<file path="src/rtl/pwp_pkg.sv">
package pwp_pkg;

    localparam int NPLANE  = 4;
    localparam int BYTE_W  = 8;
    localparam int DATA_W  = NPLANE * BYTE_W;
    localparam int ROT_W   = $clog2(BYTE_W);
    localparam int IDX_W   = 4;

    localparam logic [IDX_W-1:0] IDX_MODE  = 4'd0;
    localparam logic [IDX_W-1:0] IDX_ROTOP = 4'd1;
    localparam logic [IDX_W-1:0] IDX_COLOR = 4'd2;
    localparam logic [IDX_W-1:0] IDX_SUBEN = 4'd3;
    localparam logic [IDX_W-1:0] IDX_MASK  = 4'd4;

    typedef enum logic [1:0] {
        WM_MERGE  = 2'd0,
        WM_LATCH  = 2'd1,
        WM_SPREAD = 2'd2,
        WM_STAMP  = 2'd3
    } wmode_e;

    typedef enum logic [1:0] {
        OP_PASS = 2'd0,
        OP_AND  = 2'd1,
        OP_OR   = 2'd2,
        OP_XOR  = 2'd3
    } aluop_e;

    typedef struct packed {
        wmode_e              wmode;
        logic [ROT_W-1:0]    rot;
        aluop_e              op;
        logic [NPLANE-1:0]   color;
        logic [NPLANE-1:0]   sub_en;
        logic [BYTE_W-1:0]   mask;
    } wcfg_t;

    localparam wcfg_t CFG_RESET = '{
        wmode:  WM_MERGE,
        rot:    '0,
        op:     OP_PASS,
        color:  '0,
        sub_en: '0,
        mask:   '1
    };

    function automatic logic [BYTE_W-1:0] ror_byte(input logic [BYTE_W-1:0] b,
                                                   input logic [ROT_W-1:0]  n);
        logic [2*BYTE_W-1:0] dbl;
        dbl = {b, b} >> n;
        return dbl[BYTE_W-1:0];
    endfunction

    function automatic logic [BYTE_W-1:0] fill_byte(input logic bitv);
        return {BYTE_W{bitv}};
    endfunction

    function automatic logic [BYTE_W-1:0] alu_byte(input aluop_e op,
                                                   input logic [BYTE_W-1:0] a,
                                                   input logic [BYTE_W-1:0] lat);
        logic [BYTE_W-1:0] r;
        unique case (op)
            OP_AND:  r = a & lat;
            OP_OR:   r = a | lat;
            OP_XOR:  r = a ^ lat;
            default: r = a;
        endcase
        return r;
    endfunction

endpackage

</file>
<file path="src/rtl/pwp_regfile.sv">
module pwp_regfile
    import pwp_pkg::*;
(
    input  logic               clk,
    input  logic               rst,
    input  logic               idx_we,
    input  logic               dat_we,
    input  logic [BYTE_W-1:0]  wdata,
    output logic [BYTE_W-1:0]  rdata,
    output logic [IDX_W-1:0]   idx,
    output wcfg_t              cfg
);

    logic [IDX_W-1:0] idx_q;
    wcfg_t            cfg_q;

    always_ff @(posedge clk) begin
        if (rst) begin
            idx_q <= '0;
            cfg_q <= CFG_RESET;
        end else begin
            if (idx_we) begin
                idx_q <= wdata[IDX_W-1:0];
            end
            if (dat_we) begin
                unique case (idx_q)
                    IDX_MODE:  cfg_q.wmode  <= wmode_e'(wdata[1:0]);
                    IDX_ROTOP: begin
                        cfg_q.rot <= wdata[ROT_W-1:0];
                        cfg_q.op  <= aluop_e'(wdata[ROT_W+1:ROT_W]);
                    end
                    IDX_COLOR: cfg_q.color  <= wdata[NPLANE-1:0];
                    IDX_SUBEN: cfg_q.sub_en <= wdata[NPLANE-1:0];
                    IDX_MASK:  cfg_q.mask   <= wdata;
                    default:   ;
                endcase
            end
        end
    end

    always_comb begin
        rdata = '0;
        unique case (idx_q)
            IDX_MODE:  rdata[1:0]              = cfg_q.wmode;
            IDX_ROTOP: rdata[ROT_W+1:0]        = {cfg_q.op, cfg_q.rot};
            IDX_COLOR: rdata[NPLANE-1:0]       = cfg_q.color;
            IDX_SUBEN: rdata[NPLANE-1:0]       = cfg_q.sub_en;
            IDX_MASK:  rdata                   = cfg_q.mask;
            default:   rdata                   = '0;
        endcase
    end

    assign idx = idx_q;
    assign cfg = cfg_q;

endmodule

</file>
<file path="src/rtl/pwp_datapath.sv">
module pwp_datapath
    import pwp_pkg::*;
#(
    parameter int PLANES = NPLANE,
    parameter int BW     = BYTE_W
) (
    input  wcfg_t                 cfg,
    input  logic [BW-1:0]         host,
    input  logic [PLANES*BW-1:0]  latch,
    output logic [PLANES*BW-1:0]  result
);

    logic [BW-1:0] rotated;
    logic [BW-1:0] eff_mask;
    logic          use_alu;

    assign rotated = ror_byte(host, cfg.rot);
    assign use_alu = (cfg.wmode == WM_MERGE) || (cfg.wmode == WM_SPREAD);

    always_comb begin
        if (cfg.wmode == WM_STAMP) begin
            eff_mask = rotated & cfg.mask;
        end else begin
            eff_mask = cfg.mask;
        end
    end

    for (genvar p = 0; p < PLANES; p++) begin : g_plane
        logic [BW-1:0] lat_b;
        logic [BW-1:0] src_b;
        logic [BW-1:0] alu_b;
        logic [BW-1:0] res_b;

        assign lat_b = latch[p*BW +: BW];

        always_comb begin
            unique case (cfg.wmode)
                WM_MERGE:  src_b = cfg.sub_en[p] ? fill_byte(cfg.color[p]) : rotated;
                WM_SPREAD: src_b = fill_byte(host[p]);
                WM_STAMP:  src_b = fill_byte(cfg.color[p]);
                default:   src_b = lat_b;
            endcase
        end

        assign alu_b = use_alu ? alu_byte(cfg.op, src_b, lat_b) : src_b;

        always_comb begin
            if (cfg.wmode == WM_LATCH) begin
                res_b = lat_b;
            end else begin
                res_b = (alu_b & eff_mask) | (lat_b & ~eff_mask);
            end
        end

        assign result[p*BW +: BW] = res_b;
    end

endmodule

</file>
<file path="src/rtl/pwp_outreg.sv">
module pwp_outreg #(
    parameter int PLANES = 4,
    parameter int DW     = 32
) (
    input  logic              clk,
    input  logic              rst,
    input  logic              req,
    input  logic [PLANES-1:0] en,
    input  logic [DW-1:0]     din,
    output logic              valid,
    output logic [PLANES-1:0] strobe,
    output logic [DW-1:0]     dout
);

    always_ff @(posedge clk) begin
        if (rst) begin
            valid  <= 1'b0;
            strobe <= '0;
            dout   <= '0;
        end else begin
            valid  <= req;
            strobe <= req ? en : '0;
            if (req) begin
                dout <= din;
            end
        end
    end

endmodule

</file>
<file path="src/rtl/planar_write_pipe.sv">
module planar_write_pipe
    import pwp_pkg::*;
(
    input  logic               clk,
    input  logic               rst,
    input  logic               cfg_idx_we,
    input  logic               cfg_dat_we,
    input  logic [BYTE_W-1:0]  cfg_wdata,
    output logic [BYTE_W-1:0]  cfg_rdata,
    input  logic               wr_req,
    input  logic [BYTE_W-1:0]  host_byte,
    input  logic [DATA_W-1:0]  latch_in,
    input  logic [NPLANE-1:0]  plane_en,
    output logic               out_valid,
    output logic [NPLANE-1:0]  out_strobe,
    output logic [DATA_W-1:0]  out_data
);

    wcfg_t             cfg_q;
    logic [IDX_W-1:0]  idx_q;
    logic [DATA_W-1:0] next_data;

    pwp_regfile u_regs (
        .clk    (clk),
        .rst    (rst),
        .idx_we (cfg_idx_we),
        .dat_we (cfg_dat_we),
        .wdata  (cfg_wdata),
        .rdata  (cfg_rdata),
        .idx    (idx_q),
        .cfg    (cfg_q)
    );

    pwp_datapath #(
        .PLANES (NPLANE),
        .BW     (BYTE_W)
    ) u_path (
        .cfg    (cfg_q),
        .host   (host_byte),
        .latch  (latch_in),
        .result (next_data)
    );

    pwp_outreg #(
        .PLANES (NPLANE),
        .DW     (DATA_W)
    ) u_out (
        .clk    (clk),
        .rst    (rst),
        .req    (wr_req),
        .en     (plane_en),
        .din    (next_data),
        .valid  (out_valid),
        .strobe (out_strobe),
        .dout   (out_data)
    );

endmodule

</file>
<file path="config.mk">
export PLATFORM = sky130hd
export DESIGN_NAME = planar_write_pipe
export DESIGN_NICKNAME = d
export VERILOG_FILES = /design/src/rtl/pwp_pkg.sv /design/src/rtl/pwp_regfile.sv /design/src/rtl/pwp_datapath.sv /design/src/rtl/pwp_outreg.sv /design/src/rtl/planar_write_pipe.sv
export SDC_FILE = /design/constraint.sdc
export NUM_CORES = 1
export LEC_CHECK = 0
export BUFFER_PORTS_ARGS = -buffer_cell sky130_fd_sc_hd__buf_2
export CELL_PAD_IN_SITES_DETAIL_PLACEMENT = 1
export CELL_PAD_IN_SITES_GLOBAL_PLACEMENT = 1
export CORE_MARGIN = 5
export CORE_UTILIZATION = 30
export DETAILED_ROUTE_END_ITERATION = 12
export GPL_TIMING_DRIVEN = 0
export PLACE_DENSITY = 0.7
export SYNTH_ARGS = -nofsm -noshare
export SYNTH_HDL_FRONTEND = slang
export SYNTH_SLANG_ARGS = --single-unit
</file>
<file path="constraint.sdc">
create_clock -name clk -period 3.1 [get_ports clk]
set_input_delay 0.31 -clock clk [delete_from_list [all_inputs] [get_ports clk]]
set_output_delay 0.31 -clock clk [all_outputs]
set_load 0.01 [all_outputs]
</file>
==> results.py, run 1 <==
metrics = {
    "run_status": {
        "status": "completed",
    },
    "detailed_routing": {
        "vias_per_cell": 5.62,
        "drt-total-wl_mm": 23.9,
        "dr.pass1.iters": 5,
        "postRouteAntennaNets": 0,
        "vias": 6428,
        "drt-initial-drc-count": 438,
        "wl_per_cell_um": 20.9,
        "drc_errors": 0,
    },
    "power": {
        "p_leak_nw": 3.01,
        "p_per_area_nw_per_um2": 424,
        "ir_worst_vdd_mv": 0.201,
        "p_total_mw": 3.06,
    },
    "place": {
        "dp_hpwl_mm": 18.0,
        "dp.cells": 1127,
        "dpl_cell_area_um2": 6890,
        "place_ws_ns": 0.00121,
        "port_buffers": 99,
        "place.gp.congestion": 0.870,
    },
    "clocking": {
        "cts_tree": "built",
        "clock_path_buffers": 2,
        "clock_tree.htree_level_count": 3,
        "post-cts-setup-buffers": 0,
        "numCtsBuffers": 9,
        "clk-insertion-delay-late_ns": 0.35,
        "cts_root_buf": "clkbuf_16",
        "clk_pin_slew_ns": 0.06,
        "numClockSinks": 64,
        "holdBufCountCts": 0,
    },
    "logic_synthesis": {
        "syn_inst": 758,
        "ys_ff_latch": 64,
        "synthArstFlopShare": 0,
        "ys.flop_type": "dfxtp_1",
        "yosys_warnings": 0,
        "syn_area_per_cell_um2": 7.98,
        "syn_area_um2": 6050,
        "synth_nets": 847,
        "ys_seq_area_frac": 0.212,
        "synth.distinct_cells": 54,
        "synth_edf_count": 0,
    },
    "critical_path": {
        "cp.required_ns": 3.34,
        "cp.arrival_ns": 3.19,
        "critPathMaxFanout": 10,
        "crit_path_start_kind": "flop",
        "crit_path_end_kind": "flop",
        "critical_path_class": "reg2reg",
    },
    "floorplan": {
        "core_um2": 20000,
        "die_h_um": 152,
        "fp.dieW_um": 152,
        "die_area_um2": 23100,
        "floorplan.initialDensity": 0.302,
        "num_rows": 52,
        "boundaryPins": 102,
    },
    "hold_path": {
        "min_path_type": "in2reg",
    },
    "layout": {
        "num_antenna_cells": 0,
        "fin_nets": 957,
        "fin_area_um2": 7220,
        "stdcell_count": 1143,
        "syn_to_final_growth_pct": 19.4,
        "final_layout_size_suffix_gt1_frac": 0.195,
        "fin_util": 0.360,
        "fill_cells": 2521,
    },
    "job": {
        "maxCapViolCount": 0,
    },
    "sta": {
        "fin_ws_ns": 0.155,
        "drv_slew": 0,
        "min_period_ns": 2.95,
        "tns_ns": 0,
        "max_freq_mhz": 340,
        "fin_skew_ns": 0.00720,
        "fin_crit_sh": 0.950,
        "relSlewSlack": 0.359,
        "whs_ns": 0.167,
        "rsz0062_at_grt": "no",
        "setup_violations": 0,
        "tightestPinTransition_ns": 0.961,
        "hold_violations": 0,
    },
    "grt": {
        "overflow": 0,
        "grt_pass1_vias": 6671,
        "track_usage": 0.203,
        "grt_first_pass_wirelength_mm": 37.9,
        "antenna_found_initial": 0,
        "grt_start_max_net_pins": 13,
    },
}
-- power by group --
group          switching, mW  leakage [nW]  internal (mW)
logic                  0.567          2.33          0.400
clock network          0.441         0.156          0.706
registers             0.0527         0.526          0.894
total                   1.06          3.01           2.00
-- registers in the layout (all words and copies together) (netlist names) --
signal and cells:
u_regs.idx 4, u_out.valid 1, u_out.dout 32, u_regs.cfg 23, u_out.strobe 4
-- routing by layer --
| metal | routed length [um] | up-vias | track usage |
|---|---|---|---|
| li1 | - | 3082 | - |
| met1 | 11100 | 3143 | 0.274 |
| met2 | 11100 | 171 | 0.334 |
| met3 | 1210 | 32 | 0.0310 |
| met4 | 501 | 0 | 0.0629 |
| met5 | 0 | - | 0 |
-- worst max-delay path: stages, from the launching register on --
cell and delay, ns:
dfxtp_1 0.37, buf_4 0.21, a21o_1 0.16, a21oi_1 0.76, o2bb2ai_1 0.25, inv_1 0.07, ha_1 0.29, a211o_1 0.30
o21ai_0 0.08, a211oi_1 0.07, a221o_1 0.27
-- kinds of logic (layout without fill, tap and decap cells) --
logic type,after synthesis,after routing,share of synthesized area
compound gates,309,309,0.363
mux,33,33,0.0879
fa+ha+maj,32,32,0.0662
simple gates,233,233,0.203
flops,64,64,0.212
buf+inv,87,202,0.0680
-- synthesized netlist by cell type (4+ instances only) --
master / count / share of area
inv_1: 25 / 0.016
buf_2: 9 / 0.0074
o2bb2ai_1: 17 / 0.025
o21ai_1: 4 / 0.0033
o31a_1: 4 / 0.0058
mux2i_4: 8 / 0.030
mux4_2: 8 / 0.030
and2_1: 8 / 0.0083
dfxtp_1: 64 / 0.21
o21ai_0: 45 / 0.037
nor2_1: 33 / 0.020
a221oi_1: 4 / 0.0058
a21o_1: 39 / 0.048
nor2b_1: 47 / 0.049
nand3_1: 9 / 0.0074
o22ai_1: 13 / 0.013
a21oi_1: 69 / 0.057
buf_1: 6 / 0.0037
a2bb2oi_1: 15 / 0.022
o211ai_1: 15 / 0.019
and3_1: 8 / 0.0083
a311oi_1: 8 / 0.012
or3b_2: 4 / 0.0058
nand2b_4: 4 / 0.0091
nor3b_1: 4 / 0.0050
buf_6: 8 / 0.015
nand2_1: 71 / 0.044
a211o_1: 26 / 0.038
nor3_1: 25 / 0.021
mux2i_1: 16 / 0.026
a221o_1: 17 / 0.028
clkbuf_1: 35 / 0.022
nand2b_1: 7 / 0.0072
ha_1: 32 / 0.066
a211oi_1: 16 / 0.020
a22oi_1: 5 / 0.0062
nand3b_1: 5 / 0.0062
-- area by class of cell --
cell class,instances,area (um^2),share of cell area
Clock inverter,7,95.1,0.0132
Multi-Input combinational cell,607,4380,0.606
Clock buffer,9,225,0.0312
Inverter,26,97.6,0.0135
Buffer,61,315,0.0437
Sequential cell,64,1280,0.177
Timing Repair Buffer,99,495,0.0686
Tap cell,270,338,0.0468
-- repair_timing --
action,CTS,global route
setup endpoints to repair,1,10
gates cloned,0,0
resized for setup,2,3
pin swaps,0,0
endpoints found under the hold margin,0,0
-- cells in the final DEF (no fill, tap or decap), drive strengths merged, types with 9 or more instances in the layout --
master | synthesis | final
buf | 24 | 123
a211o | 26 | 26
a221o | 17 | 17
nand3 | 9 | 9
clkbuf | 35 | 44
a21o | 39 | 39
nand2b | 11 | 11
o22ai | 16 | 16
a21oi | 70 | 70
nor2 | 34 | 34
o211ai | 15 | 15
ha | 32 | 32
nand2 | 71 | 71
o2bb2ai | 17 | 17
a211oi | 16 | 16
nor3 | 25 | 25
mux2i | 24 | 24
dfxtp | 64 | 64
o21ai | 49 | 49
nor2b | 47 | 47
inv | 26 | 27
a2bb2oi | 15 | 15
-- worst paths after layout --
kind                           to  slack, ns      startpoint  depth (start not counted)
setup / recovery   u_out.dout[11]       0.15  u_regs.cfg[21]                         10
hold / removal    u_out.strobe[3]       0.17     plane_en[3]                          2
setup reg to reg   u_out.dout[11]       0.15  u_regs.cfg[21]                         10
hold reg to reg    u_out.dout[29]       0.48  u_out.dout[29]                          2
Note: power is estimated with default switching activity, not from simulation.
==> run 2: changes to the inputs <==
- CORE_MARGIN: 5 -> unset
==> results.py, run 2 (synthesized netlist as in run 1, its figures left out) <==
metrics = {
    "grt": {
        "grt_pass1_vias": 6405,
        "track_usage": 0.236,
        "antenna_found_initial": 0,
        "overflow": 0,
        "grt_start_max_net_pins": 11,
        "grt_first_pass_wirelength_mm": 36.7,
    },
    "sta": {
        "relSlewSlack": 0.417,
        "drv_slew": 0,
        "tightestPinTransition_ns": 0.872,
        "whs_ns": 0.156,
        "tns_ns": 0,
        "setup_violations": 0,
        "max_freq_mhz": 352,
        "fin_crit_sh": 0.916,
        "rsz0062_at_grt": "no",
        "min_period_ns": 2.84,
        "hold_violations": 0,
        "fin_skew_ns": 0.00519,
    },
    "detailed_routing": {
        "drt-total-wl_mm": 23.5,
        "wl_per_cell_um": 20.7,
        "dr.pass1.iters": 5,
        "vias": 6506,
        "postRouteAntennaNets": 0,
        "drc_errors": 0,
        "vias_per_cell": 5.72,
        "drt-initial-drc-count": 441,
    },
    "layout": {
        "num_antenna_cells": 0,
        "fill_cells": 2419,
        "fin_area_um2": 7160,
        "fin_nets": 957,
        "top_register": "u_out.dout",
        "final_layout_size_suffix_gt1_frac": 0.193,
        "layout_common_cells": "buf_2 (108), nand2_1 (71), a21oi_1 (67)",
        "syn_to_final_growth_pct": 18.3,
        "largest_reg_flops": 32,
        "final_common_cell": "buf_2",
    },
    "critical_path": {
        "critical_path_class": "reg2reg",
        "critPathMaxFanout": 10,
        "crit_path_end_kind": "flop",
        "critPathSlowestCell": "nor3b_2",
        "cp_cell_sequence": "buf_4 -> nor3b_2 -> nor3_1 -> o2bb2ai_1 -> inv_1 -> ha_1 -> a211o_1 -> o21ai_0 -> a211oi_1 -> a221o_1",
        "critPathBufInv": 2,
        "cpPeakStageDelay_ns": 0.71,
        "cp.arrival_ns": 3.08,
        "crit_path_start_kind": "flop",
        "rrSetupSlack_ns": 0.26,
        "path_delay_family": "compound AO/OA/AOI/OAI gates",
        "cp.required_ns": 3.34,
    },
    "floorplan": {
        "die_area_um2": 20700,
        "boundaryPins": 102,
        "num_rows": 51,
        "die_h_um": 144,
        "fp.dieW_um": 144,
        "core_um2": 19600,
        "floorplan.initialDensity": 0.309,
    },
    "job": {
        "maxCapViolCount": 0,
    },
    "run_status": {
        "status": "completed",
    },
    "power": {
        "switching_share": 0.361,
        "switchingPower_mw": 1.03,
        "p_total_mw": 2.86,
        "seq_power_share": 0.332,
        "ir_worst_vdd_mv": 0.269,
        "power_frac_comb": 0.335,
        "p_per_area_nw_per_um2": 400,
        "p_leak_nw": 2.98,
        "power_frac_clock": 0.333,
        "p_int_mw": 1.83,
    },
    "clocking": {
        "cts_tree": "built",
        "clock_path_buffers": 2,
        "clk-insertion-delay-late_ns": 0.35,
        "numClockSinks": 64,
        "holdBufCountCts": 0,
        "clock_tree.htree_level_count": 3,
        "cts_root_buf": "clkbuf_16",
        "post-cts-setup-buffers": 0,
        "clk_pin_slew_ns": 0.06,
        "numCtsBuffers": 9,
    },
    "place": {
        "port_buffers": 99,
        "dpl_cell_area_um2": 6880,
        "place.gp.congestion": 0.847,
        "dp_hpwl_mm": 17.3,
    },
    "hold_path": {
        "min_path_type": "in2reg",
    },
}
## run 2: path summary, 6_finish.rpt
| check | start | depth (start not counted) | endpoint |
|---|---|---|---|
| worst max register to register | u_regs.cfg[21] | 10 | u_out.dout[11] |
| worst max-delay path | u_regs.cfg[21] | 10 | u_out.dout[11] |
| worst min-delay path | plane_en[1] | 2 | u_out.strobe[1] |
| worst min register to register | u_out.dout[29] | 2 | u_out.dout[29] |
## run 2: what timing repair did
action | in CTS | in global routing
resized for setup | 1 | 6
endpoints found under the setup margin | 4 | 12
endpoints found under the hold margin | 0 | 0
## run 2: power groups by stage
stage	Clock, mW	Sequential, mW	Combinational, mW
after floorplan	0	0.980	0.599
after global placement	0	0.966	0.924
after detailed placement	0	0.967	0.947
after CTS	0.971	0.950	0.954
after global routing	1.00	0.959	1.06
final	0.953	0.951	0.959
## run 2: per-layer routing
layer  track usage  wire [um]
met1         0.317      10900
met2         0.376      10700
met3        0.0377       1300
met4        0.0907        599
met5             0          0
## run 2: through the flow
step / utilization / setup WS (ns) / std cells
global placement: 0.351 / -0.00862 / 1122
floorplan: - / 0.616 / 758
detailed placement: 0.351 / -0.0139 / 1122
CTS: 0.365 / 0.0147 / 1137
global route: 0.366 / 0.0193 / 1137
finish: 0.366 / 0.260 / 1137
## run 2: final cells by class
| class | count | area [um^2] | area share |
|---|---|---|---|
| sequential | 64 | 1280 | 0.179 |
| clock buffer | 11 | 233 | 0.0325 |
| buffer | 61 | 315 | 0.0440 |
| inverter | 26 | 97.6 | 0.0136 |
| timing repair buffer | 99 | 495 | 0.0692 |
| tap | 265 | 332 | 0.0463 |
| clock inverter | 4 | 22.5 | 0.00314 |
| multi-input combinational | 607 | 4390 | 0.612 |
==> run 3: changes to the inputs <==
- clock period: 3.1 -> 3.47 ns (I/O delays scaled with it)
==> results.py, run 3 (synthesized netlist as in run 1, its figures left out) <==
metrics = {
    "run_status": {
        "status": "completed",
    },
    "detailed_routing": {
        "postRouteAntennaNets": 0,
        "wl_per_cell_um": 20.6,
        "vias": 6522,
        "drt-total-wl_mm": 23.4,
        "drc_errors": 0,
        "drt-initial-drc-count": 391,
        "vias_per_cell": 5.74,
        "dr.pass1.iters": 5,
        "dr_wl_met3_mm": 1.28,
        "wl_met2_mm": 10.6,
        "top_layer": "met4",
        "wl_met1_mm": 10.9,
    },
    "clocking": {
        "holdBufCountCts": 0,
        "clk-insertion-delay-late_ns": 0.36,
        "cts_root_buf": "clkbuf_16",
        "clk_pin_slew_ns": 0.06,
        "numClockSinks": 64,
        "clock_path_buffers": 2,
        "post-cts-setup-buffers": 0,
        "ctsResizeCount": 0,
        "numCtsBuffers": 9,
        "cts_tree": "built",
        "clock_tree.htree_level_count": 3,
    },
    "power": {
        "p_leak_nw": 2.97,
        "p_per_area_nw_per_um2": 359,
        "ir_worst_vdd_mv": 0.240,
    },
    "layout": {
        "stdcell_count": 1137,
        "syn_to_final_growth_pct": 17.9,
        "final_layout_size_suffix_gt1_frac": 0.188,
        "num_antenna_cells": 0,
        "fin_nets": 957,
        "largest_reg_flops": 32,
        "layout_common_cells": "buf_2 (108), nand2_1 (71), a21oi_1 (69)",
        "top_register": "u_out.dout",
        "final_common_cell": "buf_2",
    },
    "place": {
        "port_buffers": 99,
        "dp.cells": 1122,
        "place.gp.congestion": 0.847,
        "dp_hpwl_mm": 17.3,
    },
    "floorplan": {
        "die_h_um": 144,
        "boundaryPins": 102,
        "core_um2": 19600,
        "floorplan.initialDensity": 0.309,
        "fp.dieW_um": 144,
        "num_rows": 51,
        "die_area_um2": 20700,
    },
    "grt": {
        "track_usage": 0.236,
        "grt_pass1_vias": 6406,
        "grt_first_pass_wirelength_mm": 36.7,
        "overflow": 0,
        "grt_start_max_net_pins": 11,
        "antenna_found_initial": 0,
    },
    "sta": {
        "tns_ns": 0,
        "min_period_ns": 3.14,
        "rsz0062_at_grt": "no",
        "setup_violations": 0,
        "relSlewSlack": 0.0829,
        "fin_crit_sh": 0.904,
        "max_freq_mhz": 319,
        "hold_violations": 0,
        "drv_slew": 0,
        "fin_skew_ns": 0.00627,
        "tightestPinTransition_ns": 1.37,
    },
    "critical_path": {
        "cp_cell_sequence": "buf_6 -> nor3b_1 -> nor3_1 -> o2bb2ai_1 -> inv_1 -> ha_1 -> a211o_1 -> o21ai_0 -> a211oi_1 -> a221o_1",
        "rr_startpoint": "u_regs.cfg[21]",
        "rrSetupSlack_ns": 0.33,
        "critical_path_class": "reg2reg",
        "cp.arrival_ns": 3.38,
        "crit_path_end_kind": "flop",
        "timing.rr.end": "u_out.dout[24]",
        "crit_path_start_kind": "flop",
        "cp.required_ns": 3.72,
        "r2r_cells": 10,
        "cpPeakStageDelay_ns": 1.07,
        "critPathSlowestCell": "nor3b_1",
        "critPathMaxFanout": 10,
    },
    "hold_path": {
        "min_path_type": "in2reg",
        "min_to": "u_out.strobe[1]",
        "holdPathStages": 2,
        "hold_start": "plane_en[1]",
    },
    "job": {
        "maxCapViolCount": 0,
    },
}
run 3: final cells by class:
class                      instances  area, um^2
buffer                            61         314
inverter                          26        97.6
sequential                        64        1280
timing repair buffer              99         495
tap                              265         332
multi-input combinational        607        4360
clock inverter                     4        22.5
clock buffer                      11         233
fill                            2423       12500
run 3: worst max path at each step:
| stage | depth (start not counted) | endpoint | slack (ns) | startpoint |
|---|---|---|---|---|
| after floorplan | 10 | u_out.dout[27] | 0.99 | u_regs.cfg[18] |
| after global placement | 11 | u_out.dout[27] | 0.36 | u_regs.cfg[21] |
| after detailed placement | 11 | u_out.dout[28] | 0.36 | u_regs.cfg[21] |
| after CTS | 11 | u_out.dout[24] | 0.35 | u_regs.cfg[21] |
| after global routing | 10 | u_out.dout[28] | 0.14 | u_regs.cfg[21] |
| final | 10 | u_out.dout[24] | 0.33 | u_regs.cfg[21] |
run 3: worst max-delay path, delay by kind of cell, from the launching register on:
| kind | cells | cell delay (ns) |
|---|---|---|
| simple gates | 2 | 1.18 |
| flops | 1 | 0.36 |
| buf+inv | 2 | 0.23 |
| compound gates | 5 | 0.97 |
| fa+ha+maj | 1 | 0.30 |
run 3: stage by stage:
stage          total power [mW]  worst slack (ns)  cell area, um^2  hold WS, ns   util
2_1_floorplan              1.41             0.986             6050        0.457      -
3_3_place_gp               1.69             0.361             6880        0.479  0.351
3_5_place_dp               1.71             0.356             6880        0.479  0.351
4_1_cts                    2.57             0.353             7130        0.187  0.364
5_1_grt                    2.70             0.140             7130        0.199  0.364
6_report                   2.56             0.332             7130        0.194  0.364
run 3: routing by layer:
| metal | vias to the layer above | global-route usage |
|---|---|---|
| met2 | 201 | 0.376 |
| met4 | 0 | 0.0907 |
| met1 | 3179 | 0.316 |
| met3 | 43 | 0.0377 |
| met5 | - | 0 |
| li1 | 3099 | - |
run 3: power by group:
| group | total [mW] | switching [mW] | leakage, nW | internal (mW) |
|---|---|---|---|---|
| clock | 0.855 | 0.379 | 0.125 | 0.476 |
| combinational | 0.854 | 0.498 | 2.32 | 0.357 |
| sequential | 0.849 | 0.0499 | 0.526 | 0.799 |
| total | 2.56 | 0.926 | 2.97 | 1.63 |
